--- config.mk ---
export PLATFORM = sky130hd
export DESIGN_NAME = smac_unit
export DESIGN_NICKNAME = d
export VERILOG_FILES = /design/src/rtl/smac_pkg.sv /design/src/rtl/smac_mult.sv /design/src/rtl/smac_accum.sv /design/src/rtl/smac_unit.sv
export SDC_FILE = /design/constraint.sdc
export NUM_CORES = 1
export LEC_CHECK = 0
export ABC_AREA = 1
export BUFFER_PORTS_ARGS = -buffer_cell sky130_fd_sc_hd__buf_4
export CORE_MARGIN = 4
export CORE_UTILIZATION = 50
export DETAILED_ROUTE_END_ITERATION = 12
export GPL_ROUTABILITY_DRIVEN = 0
export PLACE_DENSITY = 0.72
export REMOVE_ABC_BUFFERS = 1
export SYNTH_ARGS = -nofsm -noshare
export SYNTH_HDL_FRONTEND = slang
export SYNTH_SLANG_ARGS = --single-unit
--- constraint.sdc ---
create_clock -name clk -period 16.4 [get_ports clk]
set_clock_uncertainty 0.05 [all_clocks]
set_input_delay 1.64 -clock clk [delete_from_list [all_inputs] [get_ports clk]]
set_output_delay 1.64 -clock clk [all_outputs]
set_load 0.01 [all_outputs]
--- src/rtl/smac_pkg.sv ---
package smac_pkg;
  localparam int ADDR_W = 3;

  typedef enum logic [ADDR_W-1:0] {
    A_OP1_MUL = 3'd0,
    A_OP1_MAC = 3'd1,
    A_OP2     = 3'd2,
    A_RES_LO  = 3'd3,
    A_RES_HI  = 3'd4,
    A_SEXT    = 3'd5,
    A_STAT    = 3'd6
  } reg_addr_e;

  typedef enum logic {
    MODE_MUL = 1'b0,
    MODE_MAC = 1'b1
  } mode_e;
endpackage

--- src/rtl/smac_mult.sv ---
module smac_mult #(
  parameter int OP_W = 16,
  localparam int PR_W = 2 * OP_W
) (
  input  logic [OP_W-1:0] a,
  input  logic [OP_W-1:0] b,
  output logic [PR_W-1:0] prod
);
  logic signed [PR_W-1:0] a_ext, b_ext;

  always_comb begin
    a_ext = PR_W'($signed(a));
    b_ext = PR_W'($signed(b));
    prod  = a_ext * b_ext;
  end
endmodule

--- src/rtl/smac_accum.sv ---
module smac_accum #(
  parameter int RES_W = 32,
  parameter int EXT_W = 16
) (
  input  logic             acc_mode,
  input  logic [RES_W-1:0] old_res,
  input  logic [RES_W-1:0] prod,
  output logic [RES_W-1:0] new_res,
  output logic [EXT_W-1:0] new_ext,
  output logic             new_flag
);
  localparam int MSB = RES_W - 1;

  logic [RES_W-1:0] sum;
  logic             ovf;
  logic             true_neg;

  always_comb begin
    sum      = old_res + prod;
    ovf      = acc_mode && (old_res[MSB] == prod[MSB]) && (sum[MSB] != old_res[MSB]);
    new_res  = acc_mode ? sum : prod;
    true_neg = ovf ? old_res[MSB] : new_res[MSB];
    new_ext  = {EXT_W{true_neg}};
    new_flag = ovf ? ~true_neg : new_res[MSB];
  end
endmodule

--- src/rtl/smac_unit.sv ---
module smac_unit
  import smac_pkg::*;
#(
  parameter int OP_W = 16,
  localparam int RES_W = 2 * OP_W
) (
  input  logic              clk,
  input  logic              rst,
  input  logic              wr_en,
  input  logic [ADDR_W-1:0] wr_addr,
  input  logic [OP_W-1:0]   wr_data,
  input  logic [ADDR_W-1:0] rd_addr,
  output logic [OP_W-1:0]   rd_data
);
  localparam int HALVES = RES_W / OP_W;

  logic [OP_W-1:0]  op1_q, op2_q;
  mode_e            mode_q;
  logic [RES_W-1:0] res_q;
  logic [OP_W-1:0]  ext_q;
  logic             flag_q;

  logic [RES_W-1:0] prod, nxt_res;
  logic [OP_W-1:0]  nxt_ext;
  logic             nxt_flag;
  logic             start;

  assign start = wr_en && (wr_addr == A_OP2);

  smac_mult #(.OP_W(OP_W)) u_mult (
    .a    (op1_q),
    .b    (wr_data),
    .prod (prod)
  );

  smac_accum #(.RES_W(RES_W), .EXT_W(OP_W)) u_accum (
    .acc_mode (mode_q == MODE_MAC),
    .old_res  (res_q),
    .prod     (prod),
    .new_res  (nxt_res),
    .new_ext  (nxt_ext),
    .new_flag (nxt_flag)
  );

  always_ff @(posedge clk) begin
    if (rst) begin
      op1_q  <= '0;
      op2_q  <= '0;
      mode_q <= MODE_MUL;
      ext_q  <= '0;
      flag_q <= 1'b0;
    end else if (wr_en) begin
      case (wr_addr)
        A_OP1_MUL: begin op1_q <= wr_data; mode_q <= MODE_MUL; end
        A_OP1_MAC: begin op1_q <= wr_data; mode_q <= MODE_MAC; end
        A_OP2: begin
          op2_q  <= wr_data;
          ext_q  <= nxt_ext;
          flag_q <= nxt_flag;
        end
        default: ;
      endcase
    end
  end

  // Each result half is loaded either from a launch or from a direct preload.
  for (genvar h = 0; h < HALVES; h++) begin : g_half
    localparam logic [ADDR_W-1:0] HALF_ADDR = ADDR_W'(A_RES_LO + h);
    always_ff @(posedge clk) begin
      if (rst)
        res_q[h*OP_W +: OP_W] <= '0;
      else if (start)
        res_q[h*OP_W +: OP_W] <= nxt_res[h*OP_W +: OP_W];
      else if (wr_en && wr_addr == HALF_ADDR)
        res_q[h*OP_W +: OP_W] <= wr_data;
    end
  end

  always_comb begin
    case (rd_addr)
      A_OP1_MUL, A_OP1_MAC: rd_data = op1_q;
      A_OP2:    rd_data = op2_q;
      A_RES_LO: rd_data = res_q[OP_W-1:0];
      A_RES_HI: rd_data = res_q[RES_W-1:OP_W];
      A_SEXT:   rd_data = ext_q;
      A_STAT:   rd_data = {{(OP_W-2){1'b0}}, mode_q, flag_q};
      default:  rd_data = '0;
    endcase
  end


  reset_clear_chk: assert property (@(posedge clk)
    rst |=> (res_q == '0 && ext_q == '0 && !flag_q && mode_q == MODE_MUL));


  mode_mac_chk: assert property (@(posedge clk) disable iff (rst)
    (wr_en && wr_addr == A_OP1_MAC) |=> mode_q == MODE_MAC);


  idle_hold_chk: assert property (@(posedge clk) disable iff (rst)
    !wr_en |=> ($stable(res_q) && $stable(ext_q) && $stable(flag_q)));


  flag_sign_chk: assert property (@(posedge clk) disable iff (rst)
    start |=> flag_q == res_q[RES_W-1]);


  no_overflow_chk: assert property (@(posedge clk) disable iff (rst)
    (start && mode_q == MODE_MAC) |=>
      ((flag_q == ext_q[0]) || (res_q[RES_W-1] != $past(res_q[RES_W-1]))));


  preload_lo_chk: assert property (@(posedge clk) disable iff (rst)
    (wr_en && wr_addr == A_RES_LO) |=>
      (res_q[OP_W-1:0] == $past(wr_data) && $stable(flag_q)));
endmodule

# ---- After elaboration in Yosys (flattened, before gate mapping)
# Cells that the tools add are included.
dict set report classes {
  addsub 1
  n_mul 1
  eq_ne 12
  n_mux 9
  bitwise 1
  reduce_logical 15
}
# cell n
set ops {}
lappend ops {{16-bit one-hot mux with 6 select lines} 1}
lappend ops {{16-bit two-way mux} 4}
lappend ops {{32-bit adder} 1}
lappend ops {{16-bit by 16-bit multiplier with 32-bit output} 1}
lappend ops {{32-bit two-way mux} 1}
lappend ops {{3-bit by 2-bit == test with 1-bit output (second input constant)} 4}
lappend ops {{3-bit == test (second input constant)} 4}
lappend ops {{3-bit by 1-bit == test with 1-bit output (second input constant)} 2}
lappend ops {{3-bit zero test} 2}
lappend ops {{2-bit AND reduction} 3}
lappend ops {{2-bit nonzero test} 3}
lappend ops {{1-bit logical AND} 5}
lappend ops {{2-bit OR reduction} 2}
lappend ops {{1-bit two-way mux} 2}
lappend ops {{1-bit one-hot mux with 2 select lines} 1}
lappend ops {{1-bit == test} 1}
lappend ops {{1-bit != test} 1}
lappend ops {{1-bit NOT} 1}
dict set report totals {
  reg_bits 67
  out_inout_bits 16
  word_cells 46
}

# ---- Logic depth before layout (Yosys ltp)
dict set report depth {
  depth_word 7
  mapped_depth 46
  mapped_depth_nobuf 44
}

# ---- Hierarchy
# A second synthesis with hierarchy kept.
dict set report unflattened {
  cells_unflattened 2683
  hier_area_um2 17784.6
}
# module instances cells_each area_per_inst_um2 seq_area_each_um2
set modules_own_cells {}
lappend modules_own_cells {smac_mult 1 1472 10898.0 0.0}
lappend modules_own_cells {smac_unit 1 588 3897.5 1641.6}
lappend modules_own_cells {smac_accum 1 623 2989.1 0.0}

# ---- Worst setup path before layout
# OpenSTA, ideal clock, no wires.
dict set report synth_path {
  path_kind {input -> register}
  from {input wr_data[1]}
  to {register ext_q[0] (netlist name)}
  t_arrival_ns 8.031
  slack_ns 8.192
  stages 39
  n_path_buf 2
  cell_sequence {clkbuf_1 -> clkbuf_1 -> nand2_1 -> fa_1 -> fa_1 -> fa_1 -> fa_1 -> inv_1 -> fa_1 -> inv_1 -> fa_1 -> inv_1 -> ha_1 -> a21oi_1 -> o21ai_1 -> a21oi_1 -> nand2_1 -> inv_1 -> [3 not listed] -> inv_1 -> ha_1 -> nand2_1 -> nand2_1 -> nand2_1 -> nand2_1 -> nand2_1 -> nand2_1 -> a21oi_1 -> nand2_2 -> nand2_2 -> nand3_2 -> nand2_2 -> inv_2 -> nor2_1 -> nand2_1 -> nand2_1 -> a21oi_2}
}
dict set report synth_via {
  elab_chain_cells 5
  elab_cells_between_ends 8
  cone_classes {1 x add/sub; 1 x mul; 2 x eq/ne; 2 x mux; 2 x reduce/logical}
}
# element line_no
set synth_lines {}
lappend synth_lines {{start, declared} smac_unit.sv:11} ;# input logic [OP_W-1:0] wr_data,
lappend synth_lines {{16-bit by 16-bit multiplier with 32-bit output (*)} smac_mult.sv:14} ;# prod = a_ext * b_ext;
lappend synth_lines {{32-bit adder / 1-bit == test (equally long branches)} {smac_accum.sv:19, smac_accum.sv:20}}
lappend synth_lines {{1-bit != test / 1-bit logical AND (equally long branches)} smac_accum.sv:20} ;# ovf = acc_mode && (old_res[MSB] == prod[MSB]) && (sum[MSB] != old_res[MSB]);
lappend synth_lines {{1-bit logical AND} smac_accum.sv:20}
lappend synth_lines {{1-bit two-way mux (*)} smac_accum.sv:22} ;# true_neg = ovf ? old_res[MSB] : new_res[MSB];
# Mark *: on every way between the ends. The rest lies on a longest branch, timed or not.
# A chain may end at the register's enable or synchronous reset.

# ---- Final worst setup path
dict set report layout_path {
  from {input wr_data[1]}
  to {register ext_q[0] (netlist name)}
}
dict set report layout_via {
  elab_chain_cells 5
  elab_cells_between_ends 8
  cone_classes {1 x add/sub; 1 x mul; 2 x eq/ne; 2 x mux; 2 x reduce/logical}
}
# element line_no
set layout_lines {}
lappend layout_lines {{16-bit by 16-bit multiplier with 32-bit output (*)} smac_mult.sv:14}
lappend layout_lines {{32-bit adder / 1-bit == test (equally long branches)} {smac_accum.sv:19, smac_accum.sv:20}}
lappend layout_lines {{1-bit != test / 1-bit logical AND (equally long branches)} smac_accum.sv:20}
lappend layout_lines {{1-bit logical AND} smac_accum.sv:20}
lappend layout_lines {{1-bit two-way mux (*)} smac_accum.sv:22}
# Marked as above.

==> metrics.md <==
| Metric | Value |
|---|---|
| Status | finished clean |
| Max-slew headroom | 0.282 |
| Most used routing layer | met2 |
| Num rows | 65 |
| Die height | between 150 and 200 um |
| GRT overflow | 0 |
| CTS Hold Bufs | 0 |
| Number of flops mapped to enable cells by yosys | 0 |
| Initial core utilization | 0.510 |
| Clk_lat worst skew | 0.35 ns |
| Synth unique cells | 48 |
| Layout cells sized above 1 | 0.0663 |
| Non-filler cells, final | about 2700 |
| Critical path arrival | between 9 and 10 ns |
| IO Port Bufs | 40 |
| Met3 usage in global routing | 0.0437 |
| Fmax | between 0.1 and 0.15 GHz |
| Endpoints failing hold | 0 |
| Number of global-route vias before repair | 15300 |
| Grt met2 use | 0.450 |
| CP required | between 15 and 20 ns |
| Max_cap viols | 0 |
| GR Layer Usage met1 | 0.375 |
| Pwr per Cell Area | 91.6 nW/um^2 |
| Most frequent CP cell | inv_1 |
| Post-CTS setup buffers | 0 |
| WL/cell | 17.6 um |
| HPWL Detailed | 37.7 mm |
| Die area | about 35000 sq um |
| Antenna violations before repair | 0 |
| Worst slew pin tran | around 1.1 ns |
| First-pass GRT wire length | about 80 mm |
| Core Area | 31800 sq um |
| WHS Path Cells | 2 |
| Vias/cell | about 5.5 |
| WS Path Type | in2reg |
| ANT nets after route | 0 |
| Minimum clock period | 8.84 ns |
| R2R cell count | 34 |
| Register area share after synthesis | 0.0827 |
| Post-Syn Instances | 2308 |
| Commonest non-fill, non-tap cell in the layout | inv_1 |
| RSZ-0062 raised after global routing | no |
| Max IR drop VDD | 0.0679 mV |
| Worst-path fanout max | 18 |
| Initial DRC count | 1702 |
| Total GRT Usage | 0.274 |
| IO Count | 41 |
| Vias | 15000 |
| CTS Buf Count | 9 |
| Largest net degree at the start of global routing | 78 |
| Drc violations | 0 |
| Dpl cell area | around 17000 sq um |
| Synth Area per Inst | between 7 and 8 sq um |
| Synth warnings | 0 |
| Fin util | 0.538 |
| Synth async-reset ratio | 0 |
| Slowest stage delay, CP | 0.68 ns |
| Setup TNS | 0 ns |
| Top FF cell, synth | dfxtp_1 |
| Worst-path clk slew | 0.06 ns |
| Final setup fails | 0 |
| Mapped Area | 16200 sq um |
| Deepest level of the CTS H-tree | 3 |
| Cts repair resizes | 0 |
| Leak Pwr | 9.69 nW |
| Worst min-delay path class | reg2reg |
| Slowest CP cell | fa_1 |
| Final wirelength | 47.8 mm |
| Layout Nets | about 2700 |
| Area delta synth->final | 5.47% |
| Type of origin of the critical path | input pin |
| Longest Clk Path Bufs | 2 |
| CTS Root Cell | clkbuf_16 |
| Cells after DPL | between 2000 and 3000 |
| Worst Setup End Kind | register |
| Final Max Slew Viols | 0 |
| Ant diodes | 0 |
| Design Area, Final | 17100 sq um |
| Total power | approximately 1.6 mW |
| Die width | between 150 and 200 um |
| Most frequent cells in the layout | inv_1 (567), nand2_1 (544), fa_1 (263), nor2_1 (139), ha_1 (114) |
| Final critical-path share of the clock period | 0.539 |
| Sink Count | 67 |
| Register bit total from synthesis | 67 |
| CTS tree | done |
| TritonRoute pass-1 iters | 6 |
cell usage after synthesis, types with 2 or more instances:
cell type,number,area (sq um)
inv_1,567,2130
nand2_1,544,2040
fa_1,263,5270
nor2_1,140,526
ha_1,114,1430
a21oi_1,107,536
nand3_1,95,475
clkbuf_1,88,330
o21ai_0,82,410
dfxtp_1,67,1340
nand4_1,23,144
nand2_2,20,125
xor2_1,20,175
a221oi_1,16,140
inv_2,14,52.6
nor3_1,14,70.1
o211ai_1,13,97.6
o21bai_1,11,82.6
a22oi_1,10,75.1
nor2_2,10,62.6
xnor2_1,10,87.6
a21oi_2,8,70.1
buf_2,7,35.0
nand3_2,7,70.1
o21ai_1,7,35.0
a21o_1,5,37.5
a31o_2,5,43.8
a31oi_1,5,31.3
nor4_1,4,25.0
nand2_4,3,33.8
nor2_4,3,33.8
nor3_2,3,30.0
o21a_1,3,22.5
a21boi_0,2,15.0
buf_1,2,7.51
nand3b_1,2,15.0
or2_1,2,12.5
or2_2,2,12.5
power by group:
part | internal, mW | total, mW | switching [mW] | leakage, nW
clock | 0.127 | 0.208 | 0.0812 | 0.152
combinational | 0.387 | 1.17 | 0.787 | 8.99
sequential | 0.171 | 0.184 | 0.0135 | 0.547
final timing paths:
check	startpoint	end	slack, ns
worst max-delay path	wr_data[1]	ext_q[0]$_SDFFE_PP0P_	7.56
worst min-delay path	ext_q[0]$_SDFFE_PP0P_	ext_q[0]$_SDFFE_PP0P_	0.47
worst max register to register	op1_q[15]$_SDFFE_PP0P_	ext_q[0]$_SDFFE_PP0P_	8.30
worst min register to register	ext_q[0]$_SDFFE_PP0P_	ext_q[0]$_SDFFE_PP0P_	0.47
area by class of cell:
class | instances | area [sq um]
clock buffers | 11 | 253
clock inverters | 5 | 60.1
fillers | 3120 | 14700
inverters | 581 | 2180
multi-input cells | 1561 | 12300
flip-flops and latches | 67 | 1340
well taps | 435 | 544
repair buffers | 54 | 405
flip-flops by register name, summed over array words and instances (netlist names):
register and cells:
res_q 32, op1_q 16, op2_q 16, ext_q 1, flag_q 1, mode_q 1
cells by family (layout without fill, tap and decap cells):
group / count (synthesis) / count (layout) / share of synthesized area
AO/OA/AOI/OAI: 280 / 280 / 0.102
buffers and inverters: 680 / 651 / 0.159
adder cells (fa/ha/maj): 377 / 377 / 0.412
XOR/XNOR: 30 / 30 / 0.0162
AND/OR/NAND/NOR: 874 / 874 / 0.228
flip-flops: 67 / 67 / 0.0827
through the flow:
step	hold slack [ns]	setup WS, ns
2_1_floorplan	0.390	8.46
3_3_place_gp	0.449	7.50
3_5_place_dp	0.458	7.44
4_1_cts	0.467	7.77
5_1_grt	0.479	7.19
6_report	0.473	7.56
worst max-delay path, delay by kind of cell:
family,cells,cell delay [ns]
simple gates,13,1.87
buf+inv,11,1.15
compound gates,3,0.43
fa+ha+maj,8,3.97
per-layer routing:
layer	wire length, um	vias to the layer above
met3	4290	119
li1	-	6853
met1	19800	7373
met4	1370	0
met5	0	-
met2	22300	694
Note: power is estimated with default switching activity, not from simulation.
